$ cat config.mk
export PLATFORM = sky130hd
export DESIGN_NAME = sys_reset_ctrl
export DESIGN_NICKNAME = d
export VERILOG_FILES = /design/src/rtl/rst_ctrl_pkg.sv /design/src/rtl/rst_stretch.sv /design/src/rtl/rst_pin_filter.sv /design/src/rtl/rst_cause_flags.sv /design/src/rtl/sys_reset_ctrl.sv
export SDC_FILE = /design/constraint.sdc
export NUM_CORES = 1
export LEC_CHECK = 0
export CAP_MARGIN = 0
export CORE_MARGIN = 2
export CORE_UTILIZATION = 56
export CTS_CLUSTER_DIAMETER = 80
export DETAILED_ROUTE_END_ITERATION = 6
export PLACE_DENSITY = 0.8
export RECOVER_POWER = 100
export SYNTH_ARGS = -nofsm -noshare
export SYNTH_HDL_FRONTEND = slang
export SYNTH_SLANG_ARGS = --single-unit
$ cat constraint.sdc
create_clock -name clk_i -period 3.7 [get_ports clk_i]
set_input_delay 0.74 -clock clk_i [delete_from_list [all_inputs] [get_ports clk_i]]
set_output_delay 0.74 -clock clk_i [all_outputs]
set_load 0.1 [all_outputs]
$ cat src/rtl/rst_ctrl_pkg.sv
package rst_ctrl_pkg;
    localparam int CAUSE_W    = 6;
    localparam int CAUSE_PIN  = 0;
    localparam int CAUSE_PWR  = 1;
    localparam int CAUSE_SW   = 2;
    localparam int CAUSE_IWDG = 3;
    localparam int CAUSE_WWDG = 4;
    localparam int CAUSE_LPWR = 5;

    typedef logic [CAUSE_W-1:0] cause_t;

    localparam cause_t PWR_ONLY = cause_t'(1) << CAUSE_PWR;
endpackage

$ cat src/rtl/rst_stretch.sv
module rst_stretch #(
    parameter int MIN_CYCLES = 640
) (
    input  logic clk_i,
    input  logic rst_ni,
    input  logic req_i,
    output logic active_o
);
    localparam int CW = $clog2(MIN_CYCLES + 1);
    localparam logic [CW-1:0] LOAD = CW'(MIN_CYCLES);

    typedef struct packed {
        logic [CW-1:0] cnt;
    } st_t;

    st_t s_d, s_q;

    // Reload on every request, otherwise count down to zero
    always_comb begin
        s_d = s_q;
        if (req_i) begin
            s_d.cnt = LOAD;
        end else if (s_q.cnt != '0) begin
            s_d.cnt = s_q.cnt - CW'(1);
        end
    end

    always_ff @(posedge clk_i or negedge rst_ni) begin
        if (!rst_ni) s_q <= '0;
        else         s_q <= s_d;
    end

    assign active_o = (s_q.cnt != '0);

    assert_req_starts_R1: assert property (@(posedge clk_i) disable iff (!rst_ni)
        req_i |=> active_o);
    assert_end_without_req_R2: assert property (@(posedge clk_i) disable iff (!rst_ni)
        $fell(active_o) |-> !$past(req_i));
    assert_cnt_bound_R2: assert property (@(posedge clk_i) disable iff (!rst_ni)
        s_q.cnt <= LOAD);
endmodule

$ cat src/rtl/rst_pin_filter.sv
module rst_pin_filter #(
    parameter int SYNC_STAGES = 2,
    parameter int FILT_CYCLES = 4
) (
    input  logic clk_i,
    input  logic rst_ni,
    input  logic pin_i,
    output logic level_o,
    output logic sync_o
);
    localparam int FCW = $clog2(FILT_CYCLES + 1);
    localparam logic [FCW-1:0] LAST = FCW'(FILT_CYCLES - 1);

    typedef struct packed {
        logic [SYNC_STAGES-1:0] sync;
        logic                   level;
        logic [FCW-1:0]         cnt;
    } st_t;

    st_t  s_d, s_q;
    logic sync_out;

    assign sync_out = s_q.sync[SYNC_STAGES-1];

    always_comb begin
        s_d      = s_q;
        s_d.sync = {s_q.sync[SYNC_STAGES-2:0], pin_i};
        if (sync_out == s_q.level) begin
            s_d.cnt = '0;
        end else if (s_q.cnt == LAST) begin
            s_d.level = sync_out;
            s_d.cnt   = '0;
        end else begin
            s_d.cnt = s_q.cnt + FCW'(1);
        end
    end

    always_ff @(posedge clk_i or negedge rst_ni) begin
        if (!rst_ni) s_q <= '{sync: '1, level: 1'b1, cnt: '0};
        else         s_q <= s_d;
    end

    assign level_o = s_q.level;
    assign sync_o  = sync_out;

    assert_level_from_sync_R7: assert property (@(posedge clk_i) disable iff (!rst_ni)
        !$stable(s_q.level) |-> (s_q.level == $past(sync_out)));
    assert_filt_cnt_bound_R7: assert property (@(posedge clk_i) disable iff (!rst_ni)
        s_q.cnt <= LAST);
endmodule

$ cat src/rtl/rst_cause_flags.sv
module rst_cause_flags
    import rst_ctrl_pkg::*;
(
    input  logic   clk_i,
    input  logic   rst_ni,
    input  cause_t set_i,
    input  logic   clr_i,
    input  logic   pwr_i,
    output cause_t flags_o
);
    typedef struct packed {
        cause_t flags;
    } st_t;

    st_t s_d, s_q;

    // Clear (or power event) first, then the sources of this cycle set their bits
    always_comb begin
        s_d = s_q;
        if (clr_i || pwr_i) s_d.flags = '0;
        s_d.flags = s_d.flags | set_i;
    end

    always_ff @(posedge clk_i or negedge rst_ni) begin
        if (!rst_ni) s_q <= '0;
        else         s_q <= s_d;
    end

    assign flags_o = s_q.flags;

    assert_pwr_leaves_one_R12: assert property (@(posedge clk_i) disable iff (!rst_ni)
        (set_i == PWR_ONLY) |=> (flags_o == PWR_ONLY));
    assert_sticky_R11: assert property (@(posedge clk_i) disable iff (!rst_ni)
        (!clr_i && !pwr_i) |=> ((flags_o & $past(flags_o)) == $past(flags_o)));
endmodule

$ cat src/rtl/sys_reset_ctrl.sv
module sys_reset_ctrl
    import rst_ctrl_pkg::*;
#(
    parameter int MIN_PULSE_CYCLES = 640,
    parameter int FILT_CYCLES      = 4,
    parameter int SYNC_STAGES      = 2
) (
    input  logic               clk_i,
    input  logic               rst_ni,
    input  logic               pin_i,
    output logic               pin_drive_no,
    input  logic               wwdg_req_i,
    input  logic               iwdg_req_i,
    input  logic               sw_req_i,
    input  logic               pwr_det_req_i,
    input  logic               bor_req_i,
    input  logic               stby_exit_i,
    input  logic               stop_seq_done_i,
    input  logic               stby_seq_done_i,
    input  logic               stop_keep_i,
    input  logic               stby_keep_i,
    input  logic               bkp_rst_req_i,
    input  logic               cause_clr_i,
    output logic               sys_rst_o,
    output logic               pwr_rst_o,
    output logic               bkp_rst_o,
    output logic               stop_enter_o,
    output logic               stby_enter_o,
    output logic [CAUSE_W-1:0] cause_o
);
    localparam int NUM_STRETCH = 2;
    localparam int STR_SYS     = 0;
    localparam int STR_PWR     = 1;

    typedef struct packed {
        logic self_hold;
        logic bkp;
    } st_t;

    st_t    s_d, s_q;
    logic   lp_req, pwr_req, sys_req;
    logic   filt_level, filt_sync, ext_valid;
    logic [NUM_STRETCH-1:0] str_req, str_act;
    cause_t cause_set;

    // Source combining
    assign lp_req  = (stop_seq_done_i & ~stop_keep_i) | (stby_seq_done_i & ~stby_keep_i);
    assign pwr_req = pwr_det_req_i | bor_req_i | stby_exit_i;
    assign sys_req = wwdg_req_i | iwdg_req_i | sw_req_i | lp_req | pwr_req;

    assign stop_enter_o = stop_seq_done_i & stop_keep_i;
    assign stby_enter_o = stby_seq_done_i & stby_keep_i;

    assign str_req[STR_SYS] = sys_req;
    assign str_req[STR_PWR] = pwr_req;

    for (genvar g = 0; g < NUM_STRETCH; g++) begin : g_str
        rst_stretch #(.MIN_CYCLES(MIN_PULSE_CYCLES)) u_str (
            .clk_i    (clk_i),
            .rst_ni   (rst_ni),
            .req_i    (str_req[g]),
            .active_o (str_act[g])
        );
    end

    rst_pin_filter #(.SYNC_STAGES(SYNC_STAGES), .FILT_CYCLES(FILT_CYCLES)) u_filt (
        .clk_i   (clk_i),
        .rst_ni  (rst_ni),
        .pin_i   (pin_i),
        .level_o (filt_level),
        .sync_o  (filt_sync)
    );

    // Self-hold masks the readback of our own drive until the pin is seen high again
    always_comb begin
        s_d           = s_q;
        s_d.self_hold = str_act[STR_SYS] | (s_q.self_hold & ~(filt_sync & filt_level));
        s_d.bkp       = bkp_rst_req_i;
    end

    always_ff @(posedge clk_i or negedge rst_ni) begin
        if (!rst_ni) s_q <= '0;
        else         s_q <= s_d;
    end

    assign ext_valid    = ~filt_level & ~s_q.self_hold;
    assign sys_rst_o    = str_act[STR_SYS] | ext_valid;
    assign pwr_rst_o    = str_act[STR_PWR];
    assign pin_drive_no = ~str_act[STR_SYS];
    assign bkp_rst_o    = s_q.bkp;

    always_comb begin
        cause_set             = '0;
        cause_set[CAUSE_PIN]  = ext_valid;
        cause_set[CAUSE_PWR]  = pwr_req;
        cause_set[CAUSE_SW]   = sw_req_i;
        cause_set[CAUSE_IWDG] = iwdg_req_i;
        cause_set[CAUSE_WWDG] = wwdg_req_i;
        cause_set[CAUSE_LPWR] = lp_req;
    end

    rst_cause_flags u_flags (
        .clk_i   (clk_i),
        .rst_ni  (rst_ni),
        .set_i   (cause_set),
        .clr_i   (cause_clr_i),
        .pwr_i   (pwr_req),
        .flags_o (cause_o)
    );

    assert_wdg_sw_drive_R1: assert property (@(posedge clk_i) disable iff (!rst_ni)
        (wwdg_req_i || iwdg_req_i || sw_req_i) |=> (sys_rst_o && !pin_drive_no));
    assert_pwr_in_sys_R3: assert property (@(posedge clk_i) disable iff (!rst_ni)
        pwr_rst_o |-> sys_rst_o);
    assert_pwr_source_R9: assert property (@(posedge clk_i) disable iff (!rst_ni)
        $rose(pwr_rst_o) |-> $past(pwr_det_req_i || bor_req_i || stby_exit_i));
    assert_stop_to_reset_R4: assert property (@(posedge clk_i) disable iff (!rst_ni)
        (stop_seq_done_i && !stop_keep_i) |=> sys_rst_o);
    assert_stby_to_reset_R5: assert property (@(posedge clk_i) disable iff (!rst_ni)
        (stby_seq_done_i && !stby_keep_i) |=> sys_rst_o);
    assert_bkp_isolated_R10: assert property (@(posedge clk_i) disable iff (!rst_ni)
        !bkp_rst_req_i |=> !bkp_rst_o);
    assert_own_drive_not_pin_R8: assert property (@(posedge clk_i) disable iff (!rst_ni)
        !pin_drive_no |=> !cause_o[CAUSE_PIN] || $past(cause_o[CAUSE_PIN]));
endmodule

Yosys cells after proc, flatten, opt, wreduce, memory -nomap -nowiden
Index checks and enable logic that the tools add are counted.
{"block": "word_totals", "regBits": 34, "out_inout_bits": 12}
{"block": "op_classes", "addsub": 3, "eq_ne": 2, "muxes": 7, "bitwise": 24, "n_reduce_logical": 6}
{"operator": "2-to-1 mux 10 bit", "count": 4}
{"operator": "nonzero test 10 bit", "count": 2}
{"operator": "subtractor 10 x 1 -> 10 bit (second input constant)", "count": 2}
{"operator": "OR 1 bit", "count": 9}
{"operator": "AND 1 bit", "count": 7}
{"operator": "inverter 1 bit", "count": 7}
{"operator": "2-to-1 mux 3 bit", "count": 2}
{"operator": "2-to-1 mux 6 bit", "count": 1}
{"operator": "OR 6 bit", "count": 1}
{"operator": "nonzero test 2 bit", "count": 2}
{"operator": "adder 3 x 1 -> 3 bit (second input constant)", "count": 1}
{"operator": "== test 3 x 2 -> 1 bit (second input constant)", "count": 1}
{"operator": "AND reduction 2 bit", "count": 1}
{"operator": "== test 1 bit", "count": 1}
{"operator": "logical OR 1 bit", "count": 1}

Longest topological paths before layout
Gate-level depths: netlist of run 1.
{"block": "depth", "depth_word": 6, "ltp_mapped": 7, "depth_no_buf": 7}

Hierarchy
A second synthesis of run 1 with hierarchy kept.
{"block": "hier_totals", "cells_unflattened": 159, "hier_area_um2": 1715.4}
{"mod": "rst_stretch", "instances": 2, "cells_per_inst": 59, "area_each_um2": 575.6, "seq_area_each_um2": 250.2}
{"mod": "rst_pin_filter", "instances": 1, "cells_per_inst": 13, "area_each_um2": 220.2, "seq_area_each_um2": 153.9}
{"mod": "rst_cause_flags", "instances": 1, "cells_per_inst": 13, "area_each_um2": 201.4, "seq_area_each_um2": 150.1}
{"mod": "sys_reset_ctrl", "instances": 1, "cells_per_inst": 15, "area_each_um2": 142.6, "seq_area_each_um2": 50.0}

Least setup slack after synthesis of run 1
Ideal clock, no wire load.
{"block": "synth_timing", "path_kind": "register -> output", "start": "register g_str[0].u_str.s_q[0] in the netlist's numbering", "end": "output sys_rst_o", "t_arrival_ps": 3240, "t_required_ps": 2960, "path_slack_ps": -280, "stages_incl_launch_ff": 7, "n_path_buf": 0, "cell_sequence": "dfrtp_1 -> inv_1 -> ha_1 -> nor4b_2 -> nand3_1 -> inv_1 -> o21ai_0"}
{"block": "synth_between", "elab_chain_len": 2}
{"item": "start: declaration", "line_no": "rst_stretch.sv:16", "rtl": "st_t s_d, s_q;"}
{"item": "start signal: assignment", "line_no": "rst_stretch.sv:29", "rtl": "if (!rst_ni) s_q <= '0;"}
{"item": "start signal: assignment", "line_no": "rst_stretch.sv:30", "rtl": "else s_q <= s_d;"}
{"item": "nonzero test 10 bit", "line_no": "rst_stretch.sv:33", "rtl": "assign active_o = (s_q.cnt != '0);"}
{"item": "OR 1 bit", "line_no": "sys_reset_ctrl.sv:87", "rtl": "assign sys_rst_o = str_act[STR_SYS] | ext_valid;"}
{"item": "end: declaration", "line_no": "sys_reset_ctrl.sv:24", "rtl": "output logic sys_rst_o,"}
No other way between the ends.

Final worst setup path of run 1
{"block": "layout_timing", "start": "register g_str[1].u_str.s_q[0] in the netlist's numbering", "end": "output pwr_rst_o"}
{"block": "layout_between", "elab_chain_len": 1}
{"item": "start: declaration", "line_no": "rst_stretch.sv:16"}
{"item": "start signal: assignment", "line_no": "rst_stretch.sv:29"}
{"item": "start signal: assignment", "line_no": "rst_stretch.sv:30"}
{"item": "nonzero test 10 bit", "line_no": "rst_stretch.sv:33"}
{"item": "end: declaration", "line_no": "sys_reset_ctrl.sv:25", "rtl": "output logic pwr_rst_o,"}
No other way between the ends.

==> metrics.cfg, run 1 <==
[detailed_routing]
routed_wl_mm = 3.13
remaining_drc_errors = 0
first_pass_iters = 4
route.vias.total = 1235
antenna_left = 0
wire_per_inst_um = 14.5
drt_iter0_drc = 36
drt-vias-per-instance = 5.72

[clocking]
cts_resized = 0
clock_latency_ns = 0.32
holdBufCountCts = 0
clockBufferDepth = 2
cts_sinks = 34
cts_tree = built
htree_levels = 2
path_clk_slew_ns = 0.10
clockRootBuffer = clkbuf_4
cts_buffers = 5
cts_setup_buffers = 0

[placed_design]
dpl.cell_count = 208
dp_hpwl_mm = 2.26
io_buffer_count = 26
routabilityCongestion = 0.818

[finish]
final_common_cell = dfrtp_1
fill_cells = 223
synthToLayoutAreaGrowth_pct = 19.0
final_cells = 216
nets = 203
drive_gt1_share_pct = 8.65
final_cell_mix = dfrtp_1 (31), nand2_1 (15), nor2_1 (12), a21oi_1 (11), dlygate4sd3_1 (11)
antenna_cells = 0
fin_util_pct = 70.4

[synthesis]
synth_seq_area_share_pct = 52.4
yosys.area.top_type = dfrtp_1
synth_cell_types = 43
synth_flop_cell = dfrtp_1
async_flop_share_pct = 100
synth.top_cell.area_share_pct = 47.5
synthTopCellsByArea = dfrtp_1 (48%), dfstp_2 (4.8%), nand2_1 (3.5%)
postSynthAreaPerCell_um2 = 10.7
synth_warnings = 0
ys_ff_latch = 34
syn_inst = 152
synth_nets = 171
syn_area_um2 = 1630
synth_edf_count = 0

[die]
rows = 19
io_pins = 27
dieWidth_um = 58.0
start_util_pct = 59.2
core_area_um2 = 2760
die-area_um2 = 3360
die_h_um = 58.0

[power_and_ir_drop]
p_leak_nw = 0.897
swShare_pct = 27.0
combPwrFrac_pct = 16.9
pwr-share-clk_pct = 32.1
switching_power_uw = 220
seqPwrFrac_pct = 51.0
p_per_area_nw_per_um2 = 420
internal-power_uw = 595
ir_drop_uv = 375

[critical_path]
rr_worst_depth = 7
worstReg2RegStart = g_str[1].u_str.s_q[0]$_DFFE_PN0P_
crit_type = flip-flop to output pin
rrSetupSlack_ns = 1.52
cp.arrival_ns = 2.50
cp_max_fo = 6
r2r_end = g_str[1].u_str.s_q[7]$_DFFE_PN0P_
end_kind = output pin
crit_top_cell = inv_1
crit_required_ns = 2.96
cp-start-kind = flip-flop
cp_cell_sequence = inv_1, ha_1, or3b_1, nor4b_4, inv_1, clkbuf_2
max_stage_delay_ns = 0.43
cpMaxStageDelayCell = or3b_1

[run_status]
violations = max-capacitance violations, max-slew violations
outcome = finished with violations

[global_route]
grt.total_usage_pct = 22.3
grt_pass1_wl_mm = 5.67
grt_pass1_vias = 1298
grt_max_degree = 35
overflow = 0
antenna_found_initial = 0

[timing]
fin_setup_tns_ns = 0
fin_crit_sh_pct = 87.5
layout_min_cycle_time_ns = 3.24
fmax_ghz = 0.309
rsz0062_at_grt = false
setup_viol_count_final = 0
hold_violations = 0
tightest_slew_ns = 1.78
max_slew_margin_pct = -18.6
skew_ns = 0.00526
drv_slew = 35

[worst_hold_path]
min_to = u_filt.sync_o$_DFF_PN1_
hold_start = u_filt.s_d[5]$_DFF_PN1_
min_path_cells = 0
min_path_type = flip-flop to flip-flop

[job]
drv_cap = 1

area by class of cell:
| class | count | area (µm²) | area share [%] |
|---|---|---|---|
| clock inverter | 1 | 30.0 | 1.55 |
| tap | 31 | 38.8 | 2.00 |
| clock buffer | 7 | 45.0 | 2.32 |
| timing repair buffer | 27 | 236 | 12.2 |
| sequential | 34 | 855 | 44.0 |
| inverter | 10 | 37.5 | 1.93 |
| multi-input combinational | 106 | 699 | 36.0 |
worst max-delay path, delay by kind of cell, from the launching register on:
family        cells  cell delay [ns]
buf+inv           3             0.70
flops             1             0.42
fa+ha+maj         1             0.20
simple gates      2             0.84
logic make-up (layout without fill, tap and decap cells):
logic type / after synthesis / after routing / synth area share [%]
mux: 4 / 4 / 2.53
buf+inv: 12 / 45 / 3.68
fa+ha+maj: 4 / 4 / 3.07
xor+xnor: 5 / 5 / 2.68
compound gates: 30 / 30 / 11.9
simple gates: 63 / 63 / 23.8
flops: 34 / 34 / 52.4
sequential cells by signal (all words and copies together), names as in the netlist:
name             count
u_filt.s_q           3
s_q                  1
u_filt.level_o       1
u_filt.sync_o        1
g_str.u_str.s_q     20
u_flags.flags_o      6
u_filt.s_d           1
bkp_rst_o            1
worst max path at each step:
stage	start	to	slack [ns]
2_1_floorplan	g_str[0].u_str.s_q[0]$_DFFE_PN0P_	sys_rst_o	0.13
3_3_place_gp	g_str[1].u_str.s_q[0]$_DFFE_PN0P_	pwr_rst_o	1.13
3_5_place_dp	g_str[1].u_str.s_q[0]$_DFFE_PN0P_	pwr_rst_o	1.03
4_1_cts	g_str[0].u_str.s_q[0]$_DFFE_PN0P_	sys_rst_o	0.66
5_1_grt	g_str[1].u_str.s_q[0]$_DFFE_PN0P_	pwr_rst_o	0.29
6_report	g_str[1].u_str.s_q[0]$_DFFE_PN0P_	pwr_rst_o	0.46
stage by stage:
step / power, mW / worst slack [ns] / hold WS [ns] / instance area, µm²
after CTS: 0.834 / 0.655 / 0.366 / 1980
after detailed placement: 0.569 / 1.03 / 0.351 / 1900
final: 0.816 / 0.463 / 0.365 / 1940
after floorplan: 0.518 / 0.133 / 0.345 / 1630
after global routing: 0.860 / 0.295 / 0.376 / 1940
after global placement: 0.561 / 1.13 / 0.346 / 1900
cells in the mapped netlist, drive strengths merged (4+ instances only):
cell type and number:
dfrtp 31, nand2 15, nor2 12, a21oi 11, inv 10, o21ai 5
a21o 4, ha 4, nand2b 4, nor3 4, or3 4, xnor2 4
power by group through the flow:
stage / logic, mW / clock network (mW) / registers (mW)
after floorplan: 0.0715 / 0 / 0.447
after global placement: 0.138 / 0 / 0.422
after detailed placement: 0.145 / 0 / 0.424
after CTS: 0.146 / 0.270 / 0.418
after global routing: 0.156 / 0.285 / 0.419
final: 0.138 / 0.262 / 0.416
metal layers:
| layer | vias up | track usage [%] | routed length [µm] |
|---|---|---|---|
| met5 | - | 0 | 0 |
| met4 | 0 | 7.64 | 16 |
| met3 | 2 | 6.47 | 152 |
| met2 | 29 | 37.0 | 1590 |
| met1 | 597 | 28.1 | 1370 |
| li1 | 607 | - | - |
Power figures use the tool's default switching activity.
==> inputs of run 2 (changes only) <==
--- a/config.mk
+++ b/config.mk
@@ -10,7 +10,7 @@
 export CORE_UTILIZATION = 56
 export CTS_CLUSTER_DIAMETER = 80
 export DETAILED_ROUTE_END_ITERATION = 6
-export PLACE_DENSITY = 0.8
+export PLACE_DENSITY = 0.95
 export RECOVER_POWER = 100
 export SYNTH_ARGS = -nofsm -noshare
 export SYNTH_HDL_FRONTEND = slang
==> constraint.sdc (replaced) <==
create_clock -name clk_i -period 4 [get_ports clk_i]
set_input_delay 0.8 -clock clk_i [delete_from_list [all_inputs] [get_ports clk_i]]
set_output_delay 0.8 -clock clk_i [all_outputs]
set_load 0.1 [all_outputs]
==> metrics.cfg, run 2 (synthesis results as in run 1) <==
[run_status]
outcome = finished with violations
violations = max-capacitance violations, max-slew violations

[critical_path]
end_kind = output pin
cp-start-kind = flip-flop
rrSetupSlack_ns = 1.72
crit_top_cell = inv_1
max_stage_delay_ns = 0.63
cp.arrival_ns = 2.64
cp_max_fo = 8
cp_cell_sequence = inv_1, ha_1, nor4b_1, nand3_1, inv_1, o21ai_1, buf_4
crit_required_ns = 3.20
crit_type = flip-flop to output pin
cpMaxStageDelayCell = nor4b_1

[detailed_routing]
remaining_drc_errors = 0
drt-vias-per-instance = 5.90
drt_iter0_drc = 43
wire_per_inst_um = 15.9
route.vias.total = 1274
first_pass_iters = 4
routed_wl_mm = 3.43
antenna_left = 0

[timing]
whs_ns = 0.364
setup_viol_count_final = 0
rsz0062_at_grt = false
fin_crit_sh_pct = 85.9
fmax_ghz = 0.291
hold_violations = 0
max_slew_margin_pct = -14.7
fin_setup_tns_ns = 0
drv_slew = 35
tightest_slew_ns = 1.72
setup_slack_ns = 0.563
layout_min_cycle_time_ns = 3.44
skew_ns = 0.00655

[placed_design]
routabilityCongestion = 0.838
place_ws_ns = 1.25
io_buffer_count = 26
dp_hpwl_mm = 2.52

[clocking]
cts_tree = built
clockBufferDepth = 2
cts_resized = 0
clock_latency_ns = 0.33
cts_setup_buffers = 0
cts_buffers = 5
cts_sinks = 34
clockRootBuffer = clkbuf_4
path_clk_slew_ns = 0.11
holdBufCountCts = 0
htree_levels = 2

[global_route]
use_met3_pct = 6.25
grt_pass1_vias = 1313
grt_max_degree = 35
met2_usage_pct = 39.4
grtUsageMet1_pct = 29.9
grt_pass1_wl_mm = 5.93
antenna_found_initial = 0
gr-max-usage-layer = met2
grt.total_usage_pct = 23.7
overflow = 0

[finish]
fill_cells = 184
final_cell_mix = dfrtp_1 (31), nand2_1 (15), nor2_1 (12), a21oi_1 (11), dlygate4sd3_1 (11)
final_common_cell = dfrtp_1
top_register = g_str.u_str.s_q
antenna_cells = 0
drive_gt1_share_pct = 9.73
largest_reg_flops = 20
nets = 203
synthToLayoutAreaGrowth_pct = 21.2

[power_and_ir_drop]
pwr-share-clk_pct = 37.9
seqPwrFrac_pct = 46.4
switching_power_uw = 215
p_leak_nw = 0.912
internal-power_uw = 614
combPwrFrac_pct = 15.6
swShare_pct = 26.0
p_per_area_nw_per_um2 = 419
ir_drop_uv = 569

[die]
io_pins = 27
rows = 19
core_area_um2 = 2760
start_util_pct = 59.2
die-area_um2 = 3360
dieWidth_um = 58.0
die_h_um = 58.0

[worst_hold_path]
min_path_type = flip-flop to flip-flop

[job]
drv_cap = 1

==> run 2: cell count changes in the layout (fill, tap and decap cells not counted), sizes merged <==
cell    change
bufinv      +1
clkinv      +1
buf         +2
clkbuf      -4
==> run 2: final cells by class <==
| class | instances | area, µm² | area share, % |
|---|---|---|---|
| timing repair buffer | 27 | 241 | 12.2 |
| multi-input combinational | 106 | 698 | 35.3 |
| sequential | 34 | 855 | 43.2 |
| inverter | 10 | 37.5 | 1.90 |
| clock inverter | 3 | 68.8 | 3.48 |
| clock buffer | 5 | 37.5 | 1.90 |
| tap | 31 | 38.8 | 1.96 |
==> run 2: worst max-delay path, delay by kind of cell, from the launching register on <==
kind / cells / cell delay, ns
simple gates: 2 / 0.91
buf+inv: 3 / 0.57
flops: 1 / 0.41
fa+ha+maj: 1 / 0.31
compound gates: 1 / 0.09
==> run 2: stage by stage <==
step                      power, mW  instances  utilization, %  area, µm²
after floorplan               0.480        152               -       1630
after global placement        0.518        208            69.0       1900
after detailed placement      0.528        208            69.0       1900
after CTS                     0.840        216            72.9       2010
after global routing          0.866        216            71.7       1980
final                         0.829        216            71.7       1980
==> run 2: power groups by stage <==
stage	Clock (mW)	Combinational (mW)	Sequential, mW
6_report	0.314	0.130	0.385
5_1_grt	0.338	0.140	0.388
4_1_cts	0.317	0.136	0.387
3_5_place_dp	0	0.134	0.393
3_3_place_gp	0	0.128	0.390
2_1_floorplan	0	0.0661	0.413
==> run 2: final timing paths <==
kind                                                   start                                end  cells past startpoint
setup / recovery           g_str[0].u_str.s_q[0]$_DFFE_PN0P_                          sys_rst_o                      7
hold reg to reg                      u_filt.s_d[5]$_DFF_PN1_            u_filt.sync_o$_DFF_PN1_                      0
setup reg to reg           g_str[0].u_str.s_q[0]$_DFFE_PN0P_  g_str[0].u_str.s_q[0]$_DFFE_PN0P_                      7
max in group asynchronous                             rst_ni       u_flags.flags_o[4]$_DFF_PN0_                      2
min in group asynchronous                             rst_ni  g_str[1].u_str.s_q[7]$_DFFE_PN0P_                      2
hold / removal                       u_filt.s_d[5]$_DFF_PN1_            u_filt.sync_o$_DFF_PN1_                      0
==> run 2: routing by layer <==
layer,up-vias,part of all wire (%)
met5,-,0
met3,9,6.6
met2,55,50
met4,0,1.7
met1,605,42
li1,605,-
==> inputs of run 3 (changes only) <==
--- a/config.mk
+++ b/config.mk
@@ -5,8 +5,7 @@
 export SDC_FILE = /design/constraint.sdc
 export NUM_CORES = 1
 export LEC_CHECK = 0
-export CAP_MARGIN = 0
-export CORE_MARGIN = 2
+export CAP_MARGIN = 20
 export CORE_UTILIZATION = 56
 export CTS_CLUSTER_DIAMETER = 80
 export DETAILED_ROUTE_END_ITERATION = 6
==> metrics.cfg, run 3 (synthesis results as in run 1) <==
[timing]
skew_ns = 0.00956
max_slew_margin_pct = -13.4
drv_slew = 35
setup_viol_count_final = 0
layout_min_cycle_time_ns = 3.35
fin_crit_sh_pct = 83.7
fmax_ghz = 0.299
tightest_slew_ns = 1.70
rsz0062_at_grt = false
hold_violations = 0
fin_setup_tns_ns = 0

[finish]
fill_cells = 181
top_register = g_str.u_str.s_q
nets = 203
largest_reg_flops = 20
final_cells = 216
final-seq-area_um2 = 855
synthToLayoutAreaGrowth_pct = 18.6
antenna_cells = 0
final_common_cell = dfrtp_1
multi_input_area_um2 = 698
final_cell_mix = dfrtp_1 (31), nand2_1 (15), nor2_1 (12), a21oi_1 (11), dlygate4sd3_1 (11)
drive_gt1_share_pct = 9.73

[global_route]
antenna_found_initial = 0
grt.total_usage_pct = 21.6
use_met3_pct = 8.14
overflow = 0
grt_pass1_vias = 1190
grt_pass1_wl_mm = 5.22
met2_usage_pct = 32.8
gr-max-usage-layer = met2
grt_max_degree = 35
grtUsageMet1_pct = 29.0

[critical_path]
end_kind = output pin
cp-start-kind = flip-flop
cp_max_fo = 8
cp.arrival_ns = 2.55
crit_type = flip-flop to output pin
crit_required_ns = 3.20

[detailed_routing]
first_pass_iters = 4
routed_wl_mm = 2.97
route.vias.total = 1259
drt_iter0_drc = 37
drt-vias-per-instance = 5.83
antenna_left = 0
wire_per_inst_um = 13.8
remaining_drc_errors = 0

[clocking]
cts_setup_buffers = 0
cts_sinks = 34
clockRootBuffer = clkbuf_4
cts_buffers = 5
htree_levels = 2
cts_tree = built
clock_latency_ns = 0.34
cts_resized = 0
path_clk_slew_ns = 0.11
holdBufCountCts = 0
clockBufferDepth = 2

[job]
drv_cap = 1

[placed_design]
routabilityCongestion = 0.805
dp_hpwl_mm = 2.10
dpl.cell_count = 208
io_buffer_count = 26

[power_and_ir_drop]
p_total_uw = 712
p_per_area_nw_per_um2 = 368
ir_drop_uv = 392
p_leak_nw = 0.891

[die]
rows = 19
core_area_um2 = 2760
die-area_um2 = 3130
die_h_um = 56.0
io_pins = 27
start_util_pct = 59.2
dieWidth_um = 56.0

[worst_hold_path]
min_path_type = flip-flop to flip-flop

[run_status]
violations = max-capacitance violations, max-slew violations
outcome = finished with violations

run 3: path summary, 6_finish.rpt:
check	startpoint	end	slack [ns]	cells past startpoint
worst min-delay path	u_filt.s_d[5]$_DFF_PN1_	u_filt.sync_o$_DFF_PN1_	0.36	0
worst max register to register	g_str[1].u_str.s_q[0]$_DFFE_PN0P_	g_str[1].u_str.s_q[7]$_DFFE_PN0P_	1.81	7
min in group asynchronous	rst_ni	g_str[0].u_str.s_q[5]$_DFFE_PN0P_	1.43	2
worst max-delay path	g_str[0].u_str.s_q[0]$_DFFE_PN0P_	sys_rst_o	0.65	7
worst min register to register	u_filt.s_d[5]$_DFF_PN1_	u_filt.sync_o$_DFF_PN1_	0.36	0
max in group asynchronous	rst_ni	g_str[1].u_str.s_q[1]$_DFFE_PN0P_	1.59	2
run 3: critical path, stage by stage (launching register included):
cell and delay, ns:
dfrtp_1 0.42, inv_1 0.10, ha_1 0.30, nor4b_1 0.58, nand3_1 0.27, inv_1 0.21, o21ai_1 0.09, buf_4 0.23
run 3: stage by stage:
stage	setup slack [ns]	utilization [%]	cell area (µm²)	hold WS (ns)
after global placement	1.37	69.0	1900	0.346
final	0.652	70.1	1930	0.361
after global routing	0.480	70.1	1930	0.368
after detailed placement	1.29	69.0	1900	0.347
after floorplan	0.373	-	1630	0.345
after CTS	0.873	71.3	1970	0.363
run 3: per-layer routing:
| layer | routed length, µm | vias up | part of all wire (%) |
|---|---|---|---|
| met5 | 0 | - | 0 |
| met4 | 38 | 0 | 1.3 |
| met3 | 184 | 4 | 6.2 |
| met2 | 1420 | 52 | 48 |
| met1 | 1330 | 598 | 45 |
| li1 | - | 605 | - |
run 3: report_power, final:
part / leakage (nW) / switching (mW) / internal (mW) / total (mW)
sequential: 0.417 / 0.0157 / 0.368 / 0.384
combinational: 0.440 / 0.0756 / 0.0503 / 0.126
clock: 0.0343 / 0.118 / 0.0844 / 0.202
total: 0.891 / 0.209 / 0.503 / 0.712
run 3: layout make-up:
| cell class | count | area share [%] |
|---|---|---|
| well taps | 31 | 2.01 |
| inverters | 10 | 1.94 |
| flip-flops and latches | 34 | 44.2 |
| repair buffers | 27 | 12.5 |
| clock inverters | 2 | 0.647 |
| multi-input cells | 106 | 36.1 |
| clock buffers | 6 | 2.65 |
